===== src/rtl/clkgen_pkg.sv =====
package clkgen_pkg;
  localparam int NUM_SRC   = 10;
  localparam int SRC_W     = 4;
  localparam int INT_LSB   = 12;
  localparam int EN_BIT    = 4;
  localparam int BUSY_BIT  = 7;
  localparam logic [31:0] CTL_WMASK = 32'h0000_001F;
endpackage


===== src/rtl/clkgen_regs.sv =====
module clkgen_regs
  import clkgen_pkg::*;
#(
  parameter int INT_BITS  = 4,
  parameter int FRAC_BITS = 4
) (
  input  logic             clk,
  input  logic             rst_n,
  input  logic             ctl_we,
  input  logic             div_we,
  input  logic [31:0]      wdata,
  output logic             en,
  output logic [SRC_W-1:0] src,
  output logic [31:0]      ctl_q,
  output logic [31:0]      div_q
);
  localparam int          FLD_W    = INT_BITS + FRAC_BITS;
  localparam int          FLD_LSB  = INT_LSB - FRAC_BITS;
  localparam logic [32:0] FLD_ONES = (33'd1 << FLD_W) - 33'd1;
  localparam logic [31:0] DIV_MASK = 32'(FLD_ONES << FLD_LSB);

  logic [31:0] ctl_raw_q, ctl_raw_d;
  logic [31:0] div_raw_q, div_raw_d;

  always_comb begin
    ctl_raw_d = ctl_raw_q;
    div_raw_d = div_raw_q;
    if (ctl_we) ctl_raw_d = wdata & CTL_WMASK;
    if (div_we) div_raw_d = wdata & DIV_MASK;
  end

  always_ff @(posedge clk or negedge rst_n) begin
    if (!rst_n) begin
      ctl_raw_q <= '0;
      div_raw_q <= '0;
    end else begin
      ctl_raw_q <= ctl_raw_d;
      div_raw_q <= div_raw_d;
    end
  end

  assign en    = ctl_raw_q[EN_BIT];
  assign src   = ctl_raw_q[SRC_W-1:0];
  assign ctl_q = ctl_raw_q | (32'(ctl_raw_q[EN_BIT]) << BUSY_BIT);
  assign div_q = div_raw_q;

  assert_div_masked_R3: assert property (@(posedge clk) disable iff (!rst_n)
    div_we |=> ((div_q & ~DIV_MASK) == 32'd0));
endmodule


===== src/rtl/clkgen_srcsel.sv =====
module clkgen_srcsel
  import clkgen_pkg::*;
#(
  parameter int N = NUM_SRC
) (
  input  logic [N-1:0]     src_tick,
  input  logic [SRC_W-1:0] src,
  output logic             sel_tick
);
  always_comb begin
    sel_tick = 1'b0;
    for (int i = 1; i < N; i++) begin
      if (src == SRC_W'(i)) sel_tick = src_tick[i];
    end
  end
endmodule


===== src/rtl/clkgen_phase_div.sv =====
module clkgen_phase_div #(
  parameter int DW   = 8,
  parameter int FRAC = 4
) (
  input  logic          clk,
  input  logic          rst_n,
  input  logic          run,
  input  logic          clr,
  input  logic          tick,
  input  logic [DW-1:0] div_field,
  output logic          pulse
);
  localparam int          AW  = DW + 1;
  localparam logic [AW-1:0] ONE = AW'(1) << FRAC;

  logic [AW-1:0] acc_q, acc_d, div_ext, deff, sum;
  logic          pulse_q, pulse_d;
  logic          active;

  assign div_ext = {1'b0, div_field};
  assign deff    = (div_ext < ONE) ? ONE : div_ext;
  assign sum     = acc_q + ONE;
  assign active  = run && (div_field != '0);

  always_comb begin
    acc_d   = acc_q;
    pulse_d = 1'b0;
    if (clr || !active) begin
      acc_d = '0;
    end else if (tick) begin
      if (sum >= deff) begin
        acc_d   = sum - deff;
        pulse_d = 1'b1;
      end else begin
        acc_d = sum;
      end
    end
  end

  always_ff @(posedge clk or negedge rst_n) begin
    if (!rst_n) begin
      acc_q   <= '0;
      pulse_q <= 1'b0;
    end else begin
      acc_q   <= acc_d;
      pulse_q <= pulse_d;
    end
  end

  assign pulse = pulse_q;

  assert_phase_below_div_R7: assert property (@(posedge clk) disable iff (!rst_n)
    acc_q < deff);
  assert_zero_div_silent_R6: assert property (@(posedge clk) disable iff (!rst_n)
    (div_field == '0) |=> !pulse_q);
  assert_write_clears_R9: assert property (@(posedge clk) disable iff (!rst_n)
    clr |=> (acc_q == '0 && !pulse_q));
  assert_clamp_every_tick_R8: assert property (@(posedge clk) disable iff (!rst_n)
    (run && !clr && tick && div_field != '0 && div_ext < ONE) |=> pulse_q);
endmodule


===== src/rtl/clkgen_fracdiv.sv =====
module clkgen_fracdiv
  import clkgen_pkg::*;
#(
  parameter int INT_BITS  = 4,
  parameter int FRAC_BITS = 4
) (
  input  logic               clk,
  input  logic               rst_n,
  input  logic [NUM_SRC-1:0] src_tick,
  input  logic               ctl_we,
  input  logic               div_we,
  input  logic [31:0]        wdata,
  output logic [31:0]        ctl_q,
  output logic [31:0]        div_q,
  output logic               tick_out
);
  localparam int DW = INT_BITS + FRAC_BITS;

  logic             en;
  logic [SRC_W-1:0] src;
  logic             sel_tick;

  clkgen_regs #(.INT_BITS(INT_BITS), .FRAC_BITS(FRAC_BITS)) u_regs (
    .clk(clk), .rst_n(rst_n), .ctl_we(ctl_we), .div_we(div_we),
    .wdata(wdata), .en(en), .src(src), .ctl_q(ctl_q), .div_q(div_q)
  );

  clkgen_srcsel #(.N(NUM_SRC)) u_sel (
    .src_tick(src_tick), .src(src), .sel_tick(sel_tick)
  );

  generate
    if (DW == 0) begin : g_pass
      logic pass_q, pass_d;
      assign pass_d = en & sel_tick;
      always_ff @(posedge clk or negedge rst_n) begin
        if (!rst_n) pass_q <= 1'b0;
        else        pass_q <= pass_d;
      end
      assign tick_out = pass_q;

      assert_passthru_R10: assert property (@(posedge clk) disable iff (!rst_n)
        (en && sel_tick) |=> tick_out);
    end else begin : g_div
      logic [DW-1:0] div_field;
      assign div_field = DW'(div_q >> (INT_LSB - FRAC_BITS));
      clkgen_phase_div #(.DW(DW), .FRAC(FRAC_BITS)) u_div (
        .clk(clk), .rst_n(rst_n), .run(en), .clr(ctl_we | div_we),
        .tick(sel_tick), .div_field(div_field), .pulse(tick_out)
      );
    end
  endgenerate

  assert_disabled_silent_R5: assert property (@(posedge clk) disable iff (!rst_n)
    !en |=> !tick_out);
  assert_gnd_silent_R4: assert property (@(posedge clk) disable iff (!rst_n)
    (src == '0 || src >= SRC_W'(NUM_SRC)) |=> !tick_out);
  assert_pulse_needs_tick_R7: assert property (@(posedge clk) disable iff (!rst_n)
    tick_out |-> $past(sel_tick));
  assert_busy_tracks_R2: assert property (@(posedge clk) disable iff (!rst_n)
    ctl_we |=> (ctl_q[BUSY_BIT] == $past(wdata[EN_BIT])));
endmodule


===== config.mk =====
export PLATFORM = sky130hd
export DESIGN_NAME = clkgen_fracdiv
export DESIGN_NICKNAME = d
export VERILOG_FILES = /design/src/rtl/clkgen_pkg.sv /design/src/rtl/clkgen_regs.sv /design/src/rtl/clkgen_srcsel.sv /design/src/rtl/clkgen_phase_div.sv /design/src/rtl/clkgen_fracdiv.sv
export SDC_FILE = /design/constraint.sdc
export NUM_CORES = 1
export LEC_CHECK = 0
export BUFFER_PORTS_ARGS = -buffer_cell sky130_fd_sc_hd__buf_2
export CAP_MARGIN = 0
export CORE_MARGIN = 2
export CORE_UTILIZATION = 40
export CTS_CLUSTER_DIAMETER = 80
export DETAILED_ROUTE_END_ITERATION = 8
export HOLD_SLACK_MARGIN = 0.1
export PLACE_DENSITY_LB_ADDON = 0.25
export SYNTH_ARGS = -nofsm -noshare
export SYNTH_HDL_FRONTEND = slang
export SYNTH_SLANG_ARGS = --single-unit

===== constraint.sdc =====
create_clock -name clk -period 2.8 [get_ports clk]
set_clock_uncertainty 0.05 [all_clocks]
set_input_delay 0.28 -clock clk [delete_from_list [all_inputs] [get_ports clk]]
set_output_delay 0.28 -clock clk [all_outputs]
set_load 0.01 [all_outputs]

Yosys cells after proc, flatten, opt, wreduce, memory -nomap -nowiden:

Cells that the tools add are included.

* input bits: 46
* output and inout port bits: 65
* word-level logic and storage cells: 40
* flip-flop bits (word level): 23

* reductions and logical operators: 5
* $add $sub $neg: 2
* eq/ne operators: 9
* bitwise logic cells: 2
* muxes and demuxes: 16
* order comparisons: 2

Operators by type and width (count)
* $mux 9: 3
* $eq 4x3->1 const B: 4
* $mux 1: 12
* $add 9x5->9 const B: 1
* $ge 9x9->1: 1
* $sub 9x9->9: 1
* $eq 4x2->1 const B: 2
* $eq 4x4->1 const B: 2
* $lt 8x5->1 const B: 1
* $mux 8: 1
* $or 5x8->8: 1
* $reduce_bool 8->1: 1
* $eq 4x1->1 const B: 1
* $reduce_bool 2->1: 1
* $logic_and 1x1->1: 1
* $logic_not 1->1: 1
* $logic_or 1x1->1: 1
* $or 1x1->1: 1

Longest topological paths before layout:

* depth in word-level cells: 12
* mapped depth: 11
* mapped depth without buffers: 11

Modules after synthesis:

From an unflattened synthesis, not the netlist that was laid out.

* cell total of the unflattened synthesis: 211
* area total of the unflattened synthesis: 2020.7 µm²

Modules (own cells, without submodules)
* clkgen_phase_div: area an instance 991.0 µm², instances 1, sequential area each 250.2 µm², cells each 117
* clkgen_regs: area an instance 937.1 µm², instances 1, sequential area each 325.3 µm², cells each 84
* clkgen_srcsel: area an instance 86.3 µm², instances 1, sequential area each 0.0 µm², cells each 9
* clkgen_fracdiv: area an instance 6.3 µm², instances 1, sequential area each 0.0 µm², cells each 1

Least setup slack after synthesis:

OpenSTA, ideal clock, no wires.

* path kind: register to register
* start point: register u_regs.div_raw_q[15], in the netlist u_regs.div_q[15]
* end point: register g_div.u_div.acc_q[6]
* buffers on the path: 0
* data required time: 2.667 ns
* slack: -0.119 ns
* data arrival time: 2.786 ns
* stages on the path, launching flop included: 10
* path through: dfrtp_1 or4_1 nand2_1 ha_1 a21oi_1 a21oi_1 o21ai_1 nand2_1 or4b_1 a31oi_1

* cells in the longest elaborated chain, start to end: 6
* elaborated cells between the ends (all ways): 12
* those cells by class: 1 x add/sub; 2 x order compare; 4 x mux; 5 x reduce/logical

Ends and longest elaborated chain
* start, declared: line clkgen_regs.sv:23 `logic [31:0] div_raw_q, div_raw_d;`
* start signal, assigned: line clkgen_regs.sv:38 `div_raw_q <= div_raw_d;`
* $lt 8x5->1: line clkgen_phase_div.sv:21 `assign deff = (div_ext < ONE) ? ONE : div_ext;`
* $mux 8: line clkgen_phase_div.sv:21
* $sub 9x9->9 / $ge 9x9->1 (equally long branches): line clkgen_phase_div.sv:32, clkgen_phase_div.sv:31
* $mux 9: line clkgen_phase_div.sv:31 `if (sum >= deff) begin`
* $mux 9: line clkgen_phase_div.sv:30 `end else if (tick) begin`
* $mux 9: line clkgen_phase_div.sv:28 `if (clr || !active) begin`
* end signal, assigned: line clkgen_phase_div.sv:42 `acc_q <= '0;`
* end signal, assigned: line clkgen_phase_div.sv:45 `acc_q <= acc_d;`
* end, declared: line clkgen_phase_div.sv:16 `logic [AW-1:0] acc_q, acc_d, div_ext, deff, sum;`

Parallel ways exist; a longest one is shown, timed or not. The select of a mux whose other input is x is not followed.
A chain may end at the register's enable or synchronous reset.

Final worst setup path:

* start point: register u_regs.div_raw_q[15], in the netlist u_regs.div_q[15]
* end point: register g_div.u_div.acc_q[7]

Same word-level chain as after synthesis.

==> flow_metrics.py <==
metrics = {
    "worst_hold_path": {
        "hp-class": "in2reg",
        "holdPathStages": 3,
        "hp-start": "wdata[4]",
        "worstHoldEndpoint": "u_regs.ctl_raw_q[4]$_DFFE_PN0P_",
    },
    "yosys": {
        "yosys.cell_types.count": 45,
        "synth_enable_flop_cells": 0,
        "synth_ff_type": "dfrtp_1",
        "syn_inst": 202,
        "syn_avg_cell_area_um2": 9.44,
        "netlist.area_leader.share": 0.302,
        "synth_area_um2": 1910,
        "ys_top_cells_by_area": "dfrtp_1, buf_4, mux2_2",
        "yosysTopAreaCell": "dfrtp_1",
        "async_flop_share": 1.00,
        "synth-seq-cells": 23,
        "ys_warn_count": 0,
        "yosysSeqAreaShare": 0.302,
    },
    "grt": {
        "antenna_found_initial": 0,
        "grt-ovfl-total": 0,
        "grt_use_total": 0.141,
        "grt_pass1_wl_um": 6000,
        "grt_pass1_vias": 1328,
        "grt_max_degree": 24,
    },
    "cells_and_area": {
        "syn_to_final_growth_pct": 15.7,
        "drive_above_1_share": 0.359,
        "nets": 316,
        "postLayoutCoreUtil": 0.474,
        "instances_no_fill": 313,
        "stdcell_area_um2": 2210,
        "fill_cells": 477,
        "diodes": 0,
    },
    "cts": {
        "cts_buffer_depth": 2,
        "path_clk_slew_ns": 0.09,
        "htree_levels": 1,
        "cts_tree": "done",
        "cts_made_buffers": 3,
        "insertion_delay_ns": 0.27,
        "cts_root_buffer": "clkbuf_8",
        "cts.sinks": 23,
    },
    "floorplan": {
        "ios": 111,
        "start_util": 0.409,
        "rows": 25,
        "core_region_area_um2": 4660,
        "die_y_um": 73.0,
        "dieArea_um2": 5340,
        "die_x_um": 73.0,
    },
    "setup_path": {
        "worst-path-buf-inv": 2,
        "cp.arrival_ns": 2.78,
        "reg2regPathDepth": 11,
        "path_delay_family": "simple AND/OR/NAND/NOR gates",
        "reg2reg_slack_ns": 0.11,
        "worstPathMaxFanout": 5,
        "reg2reg_to": "g_div.u_div.acc_q[7]$_DFFE_PN0P_",
        "critical_path_class": "reg2reg",
        "crit_path_start_kind": "flop",
        "r2r-start": "u_regs.div_q[15]$_DFFE_PN0P_",
        "endpoint_kind": "flop",
        "required_ns": 2.89,
        "path_cells": "buf_4 -> nor4_2 -> nor2_1 -> ha_1 -> nand4_1 -> nor2_1 -> nor3_2 -> buf_4 -> o41a_1 -> nand3_1 -> a21oi_1",
        "max_stage_delay_ns": 0.40,
        "critPathSlowestCell": "o41a_1",
    },
    "sta": {
        "setup_violations": 0,
        "finalHoldViolCount": 0,
        "worstMarginPinSlew_ns": 0.506,
        "layout_min_cycle_time_ns": 2.69,
        "finalCritPeriodShare": 0.961,
        "slew_headroom": 0.663,
        "fmax_ghz": 0.372,
        "drv_slew": 0,
    },
    "power": {
        "pwr-share-comb": 0.368,
        "power_frac_seq": 0.405,
        "p_sw_uw": 312,
        "powerDensity_nw_per_um2": 419,
        "p_int_uw": 611,
        "ir_drop_v": 0.000286,
        "leakage_nw": 1.10,
        "totalPowerFinal_uw": 924,
        "switching_share": 0.338,
        "p_clk_frac": 0.227,
    },
    "job": {
        "maxCapViolCount": 0,
    },
    "run_status": {
        "status": "finished clean",
    },
    "drt": {
        "drc": 0,
        "wl_per_cell_um": 11.8,
        "finalWirelength_um": 3700,
        "drt-initial-drc-count": 83,
        "drt_first_pass_iters": 4,
        "drtAntennaViolNets": 0,
        "vias": 1454,
        "via_per_inst": 4.65,
    },
    "placement": {
        "placedCellCount": 304,
        "hpwl_um": 2860,
        "io_buffers": 40,
        "placed_area_um2": 2070,
        "gp_congestion": 0.799,
    },
}
[logic make-up after synthesis]
family | share of synthesized area
mux | 0.0991
flops | 0.302
other cells | 0.00197
compound gates | 0.136
xor+xnor | 0.0276
buf+inv | 0.228
simple gates | 0.135
fa+ha+maj | 0.0696
[worst register-to-register path: stages, from the launching register on]
cell	delay, ns
dfrtp_1	0.39
buf_4	0.15
nor4_2	0.33
nor2_1	0.10
ha_1	0.36
nand4_1	0.16
nor2_1	0.21
nor3_2	0.07
buf_4	0.16
o41a_1	0.40
nand3_1	0.11
a21oi_1	0.07
[per-stage QoR]
stage	worst slack [ns]	hold WS, ns	setup TNS [ns]
final	0.110	0.162	0
after global routing	-0.0153	0.174	-0.0359
after CTS	0.00600	0.155	0
after detailed placement	-0.0370	0.241	-0.0370
after global placement	-0.0257	0.243	-0.0257
after floorplan	0.0112	-0.0656	0
[cell type report]
type,count,area [um^2],area share
Clock buffer,3,41.3,0.0187
Sequential cell,23,576,0.261
Multi-Input combinational cell,165,1140,0.518
Timing Repair Buffer,59,345,0.156
Clock inverter,1,5.00,0.00227
Inverter,8,30.0,0.0136
Tap cell,54,67.6,0.0306
[layer usage]
metal / wire [um] / share of wire / global-route usage
met2: 1870 / 0.51 / 0.246
met3: 161 / 0.044 / 0.0166
met1: 1630 / 0.44 / 0.187
met5: 0 / 0 / 0
met4: 30 / 0.0081 / 0.0309
[how the worst max path moves through the flow]
| stage | startpoint | cells after the start | to |
|---|---|---|---|
| after floorplan | u_regs.div_q[15]$_DFFE_PN0P_ | 9 | g_div.u_div.acc_q[6]$_DFFE_PN0P_ |
| after global placement | u_regs.div_q[15]$_DFFE_PN0P_ | 9 | g_div.u_div.acc_q[8]$_DFFE_PN0P_ |
| after detailed placement | u_regs.div_q[15]$_DFFE_PN0P_ | 9 | g_div.u_div.acc_q[8]$_DFFE_PN0P_ |
| after CTS | u_regs.div_q[15]$_DFFE_PN0P_ | 11 | g_div.u_div.acc_q[8]$_DFFE_PN0P_ |
| after global routing | u_regs.div_q[15]$_DFFE_PN0P_ | 11 | g_div.u_div.acc_q[7]$_DFFE_PN0P_ |
| final | u_regs.div_q[15]$_DFFE_PN0P_ | 11 | g_div.u_div.acc_q[7]$_DFFE_PN0P_ |
[power groups by stage]
stage	Combinational (mW)	Sequential [mW]	Clock, mW
after CTS	0.319	0.374	0.219
after global placement	0.311	0.380	0
after detailed placement	0.315	0.381	0
after floorplan	0.249	0.387	0
after global routing	0.379	0.379	0.230
final	0.340	0.374	0.210
[state kept, by name (all words and copies together), names as in the netlist]
name,flops
g_div.u_div.acc_q,9
u_regs.div_q,8
u_regs.ctl_raw_q,5
g_div.u_div.pulse,1
[layout by cell type (no fill, tap or decap), drive strengths merged, types with 3 or more instances in the layout]
| master | instances |
|---|---|
| dfrtp | 23 |
| nor2 | 9 |
| xnor2 | 4 |
| buf | 58 |
| nand2 | 13 |
| conb | 50 |
| nand4 | 3 |
| ha | 9 |
| mux2 | 12 |
| a31oi | 4 |
| nand3 | 4 |
| a21oi | 7 |
| o21ai | 8 |
| a211oi | 4 |
| mux2i | 5 |
| clkbuf | 3 |
| inv | 8 |
| nor2b | 4 |
[synthesized netlist by cell type (3+ instances only)]
| cell type | n |
|---|---|
| dfrtp_1 | 23 |
| a211oi_1 | 3 |
| mux2i_1 | 5 |
| nor2_1 | 9 |
| inv_1 | 8 |
| a31oi_1 | 4 |
| o21ai_0 | 6 |
| nand2_1 | 13 |
| xnor2_1 | 4 |
| buf_4 | 53 |
| a21oi_1 | 7 |
| nand4_1 | 3 |
| mux2_2 | 11 |
| ha_1 | 9 |
| nand3_1 | 4 |
| nor2b_1 | 3 |
[repair_timing]
item / CTS / global route
endpoints found under the hold margin: 23 / 0
buffers inserted: 0 / 4
setup endpoints to repair: 1 / 9
gates resized for setup: 1 / 13
hold buffers: 1 / 0
pin swaps: 0 / 10
Note: power is estimated with default switching activity, not from simulation.
